===== config.mk =====
export PLATFORM = sky130hd
export DESIGN_NAME = pers_req_arbiter
export DESIGN_NICKNAME = d
export VERILOG_FILES = /design/src/rtl/pra_pkg.sv /design/src/rtl/pra_fifo.sv /design/src/rtl/pra_sequencer.sv /design/src/rtl/pra_node_table.sv /design/src/rtl/pers_req_arbiter.sv
export SDC_FILE = /design/constraint.sdc
export NUM_CORES = 1
export LEC_CHECK = 0
export ABC_AREA = 1
export BUFFER_PORTS_ARGS = -buffer_cell sky130_fd_sc_hd__buf_2
export CORE_ASPECT_RATIO = 1.2
export CORE_MARGIN = 10
export CORE_UTILIZATION = 41
export CTS_CLUSTER_SIZE = 30
export DETAILED_ROUTE_END_ITERATION = 6
export PLACE_DENSITY = 0.69
export SLEW_MARGIN = 40
export SYNTH_ARGS = -nofsm -noshare
export SYNTH_HDL_FRONTEND = slang
export SYNTH_HIERARCHICAL = 1
export SYNTH_SLANG_ARGS = --single-unit

===== constraint.sdc =====
create_clock -name clk -period 3.05 [get_ports clk]
set_input_delay 0.4575 -clock clk [delete_from_list [all_inputs] [get_ports clk]]
set_output_delay 0.4575 -clock clk [all_outputs]
set_load 0.05 [all_outputs]

===== src/rtl/pra_pkg.sv =====
package pra_pkg;
  typedef enum logic {
    BC_DEACT = 1'b0,
    BC_ACT   = 1'b1
  } bc_kind_e;

  typedef enum logic {
    SQ_IDLE = 1'b0,
    SQ_HOLD = 1'b1
  } sq_state_e;
endpackage


===== src/rtl/pra_fifo.sv =====
module pra_fifo #(
  parameter int DEPTH = 4,
  parameter int W     = 8
) (
  input  logic         clk,
  input  logic         rst,
  input  logic         push,
  input  logic [W-1:0] din,
  input  logic         pop,
  output logic [W-1:0] dout,
  output logic         empty
);
  localparam int PW = (DEPTH > 1) ? $clog2(DEPTH) : 1;
  localparam int CW = $clog2(DEPTH + 1);

  logic [W-1:0]  mem [DEPTH];
  logic [PW-1:0] wr_ptr, rd_ptr;
  logic [CW-1:0] count;

  function automatic logic [PW-1:0] bump(input logic [PW-1:0] p);
    if (p == PW'(DEPTH - 1)) bump = '0;
    else                     bump = p + 1'b1;
  endfunction

  always_ff @(posedge clk) begin
    if (push) mem[wr_ptr] <= din;
  end

  always_ff @(posedge clk) begin
    if (rst) begin
      wr_ptr <= '0;
      rd_ptr <= '0;
      count  <= '0;
    end else begin
      if (push) wr_ptr <= bump(wr_ptr);
      if (pop)  rd_ptr <= bump(rd_ptr);
      if (push && !pop)      count <= count + 1'b1;
      else if (pop && !push) count <= count - 1'b1;
    end
  end

  assign dout  = mem[rd_ptr];
  assign empty = (count == '0);
endmodule


===== src/rtl/pra_sequencer.sv =====
module pra_sequencer
  import pra_pkg::*;
#(
  parameter int NODES  = 4,
  parameter int ADDR_W = 16,
  localparam int ID_W  = $clog2(NODES)
) (
  input  logic              clk,
  input  logic              rst,
  input  logic              q_empty,
  input  logic [ID_W-1:0]   q_node,
  input  logic [ADDR_W-1:0] q_addr,
  input  logic              deact_valid,
  input  logic [ID_W-1:0]   deact_node,
  output logic              q_pop,
  output logic              release_en,
  output logic [ID_W-1:0]   release_node,
  output logic              bc_valid,
  output bc_kind_e          bc_kind,
  output logic [ID_W-1:0]   bc_node,
  output logic [ADDR_W-1:0] bc_addr,
  output logic              deact_err
);
  sq_state_e         state;
  logic [ID_W-1:0]   own_node;
  logic [ADDR_W-1:0] own_addr;
  logic              good_deact;

  assign good_deact   = (state == SQ_HOLD) && deact_valid && (deact_node == own_node);
  assign q_pop        = (state == SQ_IDLE) && !q_empty;
  assign release_en   = good_deact;
  assign release_node = own_node;

  always_ff @(posedge clk) begin
    if (rst) begin
      state     <= SQ_IDLE;
      own_node  <= '0;
      own_addr  <= '0;
      bc_valid  <= 1'b0;
      bc_kind   <= BC_DEACT;
      bc_node   <= '0;
      bc_addr   <= '0;
      deact_err <= 1'b0;
    end else begin
      bc_valid  <= 1'b0;
      deact_err <= deact_valid && !good_deact;
      case (state)
        SQ_IDLE: begin
          if (!q_empty) begin
            state    <= SQ_HOLD;
            own_node <= q_node;
            own_addr <= q_addr;
            bc_valid <= 1'b1;
            bc_kind  <= BC_ACT;
            bc_node  <= q_node;
            bc_addr  <= q_addr;
          end
        end
        SQ_HOLD: begin
          if (good_deact) begin
            state    <= SQ_IDLE;
            bc_valid <= 1'b1;
            bc_kind  <= BC_DEACT;
            bc_node  <= own_node;
            bc_addr  <= own_addr;
          end
        end
        default: state <= SQ_IDLE;
      endcase
    end
  end
endmodule


===== src/rtl/pra_node_table.sv =====
module pra_node_table
  import pra_pkg::*;
#(
  parameter int NODES  = 4,
  parameter int ADDR_W = 16,
  localparam int ID_W  = $clog2(NODES)
) (
  input  logic              clk,
  input  logic              rst,
  input  logic              bc_valid,
  input  bc_kind_e          bc_kind,
  input  logic [ID_W-1:0]   bc_node,
  input  logic [ADDR_W-1:0] bc_addr,
  output logic              ent_valid,
  output logic [ADDR_W-1:0] ent_addr,
  output logic [ID_W-1:0]   ent_node
);
  always_ff @(posedge clk) begin
    if (rst) begin
      ent_valid <= 1'b0;
      ent_addr  <= '0;
      ent_node  <= '0;
    end else if (bc_valid) begin
      if (bc_kind == BC_ACT) begin
        ent_valid <= 1'b1;
        ent_addr  <= bc_addr;
        ent_node  <= bc_node;
      end else if (ent_valid && ent_addr == bc_addr && ent_node == bc_node) begin
        ent_valid <= 1'b0;
      end
    end
  end
endmodule


===== src/rtl/pers_req_arbiter.sv =====
module pers_req_arbiter
  import pra_pkg::*;
#(
  parameter int NODES  = 4,
  parameter int ADDR_W = 16,
  localparam int ID_W  = $clog2(NODES)
) (
  input  logic                    clk,
  input  logic                    rst,
  input  logic                    req_valid,
  input  logic [ID_W-1:0]         req_node,
  input  logic [ADDR_W-1:0]       req_addr,
  input  logic                    deact_valid,
  input  logic [ID_W-1:0]         deact_node,
  output logic                    bc_valid,
  output logic                    bc_kind,
  output logic [ID_W-1:0]         bc_node,
  output logic [ADDR_W-1:0]       bc_addr,
  output logic                    req_err,
  output logic                    deact_err,
  output logic [NODES-1:0]        tbl_valid,
  output logic [NODES*ADDR_W-1:0] tbl_addr,
  output logic [NODES*ID_W-1:0]   tbl_node
);
  localparam int QW = ID_W + ADDR_W;

  logic [NODES-1:0]  pending;
  logic              accept;
  logic              q_empty, q_pop;
  logic [QW-1:0]     q_head;
  logic              release_en;
  logic [ID_W-1:0]   release_node;
  bc_kind_e          kind_q;

  assign accept = req_valid && !pending[req_node];

  always_ff @(posedge clk) begin
    if (rst) begin
      pending <= '0;
      req_err <= 1'b0;
    end else begin
      req_err <= req_valid && pending[req_node];
      for (int i = 0; i < NODES; i++) begin
        if (accept && req_node == ID_W'(i))
          pending[i] <= 1'b1;
        else if (release_en && release_node == ID_W'(i))
          pending[i] <= 1'b0;
      end
    end
  end

  pra_fifo #(.DEPTH(NODES), .W(QW)) u_queue (
    .clk   (clk),
    .rst   (rst),
    .push  (accept),
    .din   ({req_node, req_addr}),
    .pop   (q_pop),
    .dout  (q_head),
    .empty (q_empty)
  );

  pra_sequencer #(.NODES(NODES), .ADDR_W(ADDR_W)) u_seq (
    .clk          (clk),
    .rst          (rst),
    .q_empty      (q_empty),
    .q_node       (q_head[QW-1:ADDR_W]),
    .q_addr       (q_head[ADDR_W-1:0]),
    .deact_valid  (deact_valid),
    .deact_node   (deact_node),
    .q_pop        (q_pop),
    .release_en   (release_en),
    .release_node (release_node),
    .bc_valid     (bc_valid),
    .bc_kind      (kind_q),
    .bc_node      (bc_node),
    .bc_addr      (bc_addr),
    .deact_err    (deact_err)
  );

  assign bc_kind = kind_q;

  for (genvar g = 0; g < NODES; g++) begin : g_tbl
    pra_node_table #(.NODES(NODES), .ADDR_W(ADDR_W)) u_tbl (
      .clk       (clk),
      .rst       (rst),
      .bc_valid  (bc_valid),
      .bc_kind   (kind_q),
      .bc_node   (bc_node),
      .bc_addr   (bc_addr),
      .ent_valid (tbl_valid[g]),
      .ent_addr  (tbl_addr[g*ADDR_W +: ADDR_W]),
      .ent_node  (tbl_node[g*ID_W +: ID_W])
    );
  end
endmodule


---- Word-level counts from Yosys, hierarchy flattened ----
Memories as Yosys holds them, arrays and structs flattened. A register that Yosys moved wholly into a read port is not among the register bits.
Cells that the tools add are included.
word-level totals
  register bits after elaboration ......... 74
  bits in writable memories ............... 72
  bits of input ports ..................... 24
  word-level logic and storage cells ...... 131
  memories ................................ 1
memory list
  name         depth  width  rd ports  clocked after memory_dff  write ports  RTL line        RTL
  u_queue.mem  4      18     1         1                         1            pra_fifo.sv:16  logic [W-1:0] mem [DEPTH];
operators by class
  $add $sub $neg .......................... 4
  order comparisons ....................... 1
  equality and inequality tests ........... 13
  multiplexer cells ....................... 40
  bitwise gates (word level) .............. 2
  reductions and logical operators ........ 48
operator list
  cell                   number
  $mux W16               2
  $pmux W16 S2           1
  $logic_and A1 B1 Y1    24
  $mux W1                24
  $reduce_bool A2 Y1     9
  $eq A16 B16 Y1         1
  $reduce_and A2 Y1      7
  $eq A2 B2 Y1 const B   6
  $mux W2                6
  $mux W3                2
  $pmux W1 S2            3
  $logic_not A1 Y1       5
  $add A2 B1 Y2 const B  2
  $eq A2 B1 Y1 const B   2
  $eq A2 B2 Y1           2
  $logic_not A2 Y1       2
  $ne A2 B2 Y1 const B   2
  $pmux W2 S2            1
  $add A3 B1 Y3 const B  1
  $logic_not A3 Y1       1
  $lt A2 B3 Y1 const B   1
  $sub A3 B1 Y3 const B  1
  $bmux W1 S2            1
  $not A1 Y1             2

---- Depth between registers and ports, before layout ----
  word-level depth ........................ 8
  gate-level depth with buffers ........... 13
  depth with buffers taken out ............ 13

---- By module ----
Netlist, hierarchy kept.
by module, submodules not included
  module            times used  cells an instance  area an instance (µm²)
  pra_node_table    4           157                992.2
  pra_fifo          1           232                3,183.1
  pra_sequencer     1           261                1,940.6
  pers_req_arbiter  1           40                 260.2

---- Worst setup path after synthesis ----
No wires, ideal clock.
  path kind ............................... flip-flop to flip-flop
  start point ............................. register u_queue.count[1]
  end point ............................... register u_queue.count[2]
  setup time .............................. 0.110 ns
  arrival ................................. 2.068 ns
  setup slack ............................. 0.873 ns
  stages on the path, launching flop included .. 14
  cells stage by stage .................... dfxtp_1 -> nor3_1 -> nor2_8 -> buf_4 -> inv_1 -> ha_1 -> inv_1 -> fa_1 -> inv_1 -> nand2_1 -> nand3_1 -> nand2_1 -> inv_1 -> nor2_1
between the ends
  longest elaborated chain between the ends .. 6
  elaborated cells between the ends (all ways) .. 11
  those cells by class .................... add/sub: 2; mux: 2; reduce/logical: 7
RTL lines
  element                                        RTL line                RTL
  from (decl)                                    pra_fifo.sv:18          logic [CW-1:0] count;
  from (signal assigned)                         pra_fifo.sv:37          if (push && !pop) count <= count + 1'b1;
  from (signal assigned)                         pra_fifo.sv:38          else if (pop && !push) count <= count - 1'b1;
  $logic_not A3 Y1 (*)                           pra_fifo.sv:43          assign empty = (count == '0);
  net q_empty                                    pers_req_arbiter.sv:29  logic q_empty, q_pop;
  $logic_not A1 Y1 (*)                           pra_sequencer.sv:30     assign q_pop = (state == SQ_IDLE) && !q_empty;
  $logic_and A1 B1 Y1 (*)                        pra_sequencer.sv:30
  net q_pop                                      pers_req_arbiter.sv:29
  $logic_not A1 Y1                               pra_fifo.sv:37
  $logic_and A1 B1 Y1                            pra_fifo.sv:37
  $mux W3 or $reduce_bool A2 Y1 (tied branches)  -
Mark *: on every way through the listed nets, which the timed path passes. The rest lies on a longest branch. The select of a mux whose other input is x is not followed.
A chain may end at the register's enable or synchronous reset.

---- Worst setup path in the final report ----
Ends and elaborated chain as after synthesis.

==> flow_summary.yaml <==
outcome:
  status: "finished clean"
power_and_ir_drop:
  pwr-share-clk_pct: 23.8
  p_sw_share_pct: 43.9
  leakage_uw: 0.00480
  powerDensity_mw_per_mm2: 999
  vdd_drop_max_mv: 0.473
  seq_power_share_pct: 36.9
  comb_power_share_pct: 39.3
  intPower_uw: 6020
  p_switching_uw: 4710
placed_design:
  port_buffers: 121
  dpl.hpwl_um: 15300
  place.gp.congestion: 0.871
  place_inst: 1522
  placed_area_mm2: 0.0100
floorplanning:
  ios: 122
  die_w_um: 158
  fp-row-count: 60
  initial_core_util_pct: 41.7
  core_area_mm2: 0.0224
  fp.dieH_um: 185
  fp.dieArea_mm2: 0.0293
hold_path:
  hold-path-endpoint: "u_queue/mem[2][13]"
  hold_start: "req_addr[13]"
  hold_depth: 1
  min_path_type: "primary input to flip-flop"
setup_path:
  reg2reg_depth: 12
  reg2reg_from: "u_queue/count[1]"
  critPathRequiredTime_ps: 3460
  path_max_fanout: 38
  r2r_slack_ps: 670
  arrival_ps: 2790
  start_kind: "flip-flop"
  critical_path_class: "flip-flop to flip-flop"
  endpoint_kind: "flip-flop"
  r2r_end: "u_queue/count[2]"
synthesis:
  syn_nets: 1192
  yosys_warnings: 6
  synth.most_common_cell: "nand2_1"
  synth_commonest_cells: "nand2_1 (258), nor2_1 (203), inv_1 (163)"
  synth_cells: 1161
  ys_seq_elements: 202
  synth_area_leader_cell: "dfxtp_1"
  synth_top_cell_area_share_pct: 27.8
  postSynth.asyncResetShare_pct: 0
  ys_seq_area_share_pct: 50.9
  yosysUniqueCellTypes: 34
  synth_area_mm2: 0.00935
  syn_avg_cell_area_um2: 8.06
  synth.area.top_cells: "dfxtp_1 (28%), edfxtp_1 (23%), nand2_1 (10%)"
  synth_ff_type: "dfxtp_1"
  synth-edff-count: 72
sta:
  finalSetupTns_ps: 0
  finClkSkew_ps: 16.6
  tightestPinTransition_ps: 765
  fin_crit_ps: 2380
  finalSetupViolCount: 0
  slew_violations: 0
  post-route-period-util_pct: 77.9
  slew_headroom_pct: 48.9
  clock.fmax_mhz: 421
  grt_setup_unrepaired: "false"
  finalHoldViolCount: 0
clock_tree:
  cts.clk_slew.worst_paths_ps: 60
  cts_hold_buf: 0
  cts_max_level: 1
  cts_tree: "yes"
  post_cts_buffers: 0
  clock_latency_ps: 510
  cts_buffer_depth: 3
  cts_root_buf: "clkbuf_16"
  cts_buffers: 22
  clock-sinks: 202
  cts_resized: 0
routing:
  first_pass_iters: 5
  drtIter0Drc: 308
  drt-total-wl_um: 22600
  ant_nets: 0
  routed_via_density: 4.87
  wire_per_inst_um: 14.5
  via_count: 7605
  drc: 0
final_layout:
  area_growth_pct: 14.9
  final_cell_area_mm2: 0.0107
  nets: 1298
  insertedDiodeCount: 0
  stdcell_count: 1561
  drive_gt1_share_pct: 16.9
global_routing:
  antenna_found_initial: 0
  track_usage_pct: 14.9
  grt_pass1_vias: 7096
  grt_max_degree: 106
  gr-total-overflow: 0
  grt_pass1_wl_um: 36000
run:
  drv_cap: 0
==> worst max-delay path, stage by stage (launching register included) <==
cell and delay [ps]:
dfxtp_1 340, nor3_1 540, nor2_8 240, inv_1 180, ha_1 180, inv_1 70, fa_1 380, inv_1 70
nand2_1 70, nand3_1 70, nand2_1 50, inv_1 50, nor2_1 40
==> power groups by stage <==
stage | Sequential (uW) | Combinational (uW) | Clock, uW
3_3_place_gp | 4000 | 4160 | 0
4_1_cts | 3960 | 4250 | 2620
2_1_floorplan | 4700 | 2680 | 0
6_report | 3960 | 4210 | 2560
3_5_place_dp | 4020 | 4220 | 0
5_1_grt | 4050 | 4740 | 2720
==> how the worst max path moves through the flow <==
stage                     start          endpoint  cells past startpoint
2_1_floorplan  u_queue/count[1]  u_queue/count[2]                     13
3_3_place_gp        req_node[0]  u_queue/count[2]                     14
3_5_place_dp        req_node[0]  u_queue/count[2]                     14
4_1_cts        u_queue/count[0]  u_queue/count[2]                     12
5_1_grt        u_queue/count[1]  u_queue/count[2]                     12
6_report       u_queue/count[1]  u_queue/count[2]                     12
==> cell type report <==
class                      count  area, um^2
timing repair buffer         128         673
sequential                   202        4770
clock buffer                  28         613
clock inverter                11        86.3
fill                        2205       11700
inverter                     179         681
tap                          279         349
multi-input combinational    734        3580
==> sequential cells by signal, indices dropped and copies added, names as in the netlist, 2 cells and up, named ones only <==
name                   flops
u_seq/bc_addr             16
u_queue/count              3
u_seq/bc_node              2
g_tbl.u_tbl/ent_addr      64
g_tbl.u_tbl/ent_node       8
u_seq/release_node         2
g_tbl.u_tbl/ent_valid      4
u_queue/rd_ptr             2
u_queue/mem               72
u_seq/own_addr            16
u_queue/wr_ptr             2
pending                    4
==> metrics by stage <==
stage | utilization [%] | hold slack, ps | total power [uW] | setup WS (ps)
after floorplan | - | 438 | 7380 | 873
after global placement | 44.8 | 444 | 8160 | 484
after detailed placement | 44.8 | 455 | 8240 | 452
after CTS | 47.9 | 150 | 10800 | 673
after global routing | 47.9 | 164 | 11500 | 488
final | 47.9 | 162 | 10700 | 675
==> cell families after synthesis <==
family	share of synthesized area, %
buffers and inverters	10.8
xor gates and xnor gates	0.843
and+or+nand+nor	22.8
AOI/OAI and AO/OA	13.5
adders and majority gates	1.02
DFF	50.9
muxes	0.120
==> per-layer routing <==
metal,global-route usage (%),routed length [um]
met1,19.7,10000
met2,24.7,10300
met3,2.63,1790
met4,4.01,448
met5,0,0
==> layout by cell type (no fill, tap or decap), types with 20 or more instances in the layout <==
master,netlist,layout
a21oi_1,23,23
inv_1,163,163
nor2_1,203,203
o21ai_1,20,20
nand2_1,258,258
dfxtp_1,130,129
o21ai_0,46,46
clkbuf_16,0,22
buf_2,24,120
nand3_1,34,34
a211oi_1,69,69
edfxtp_1,72,72
(Power assumes the default switching activity.)
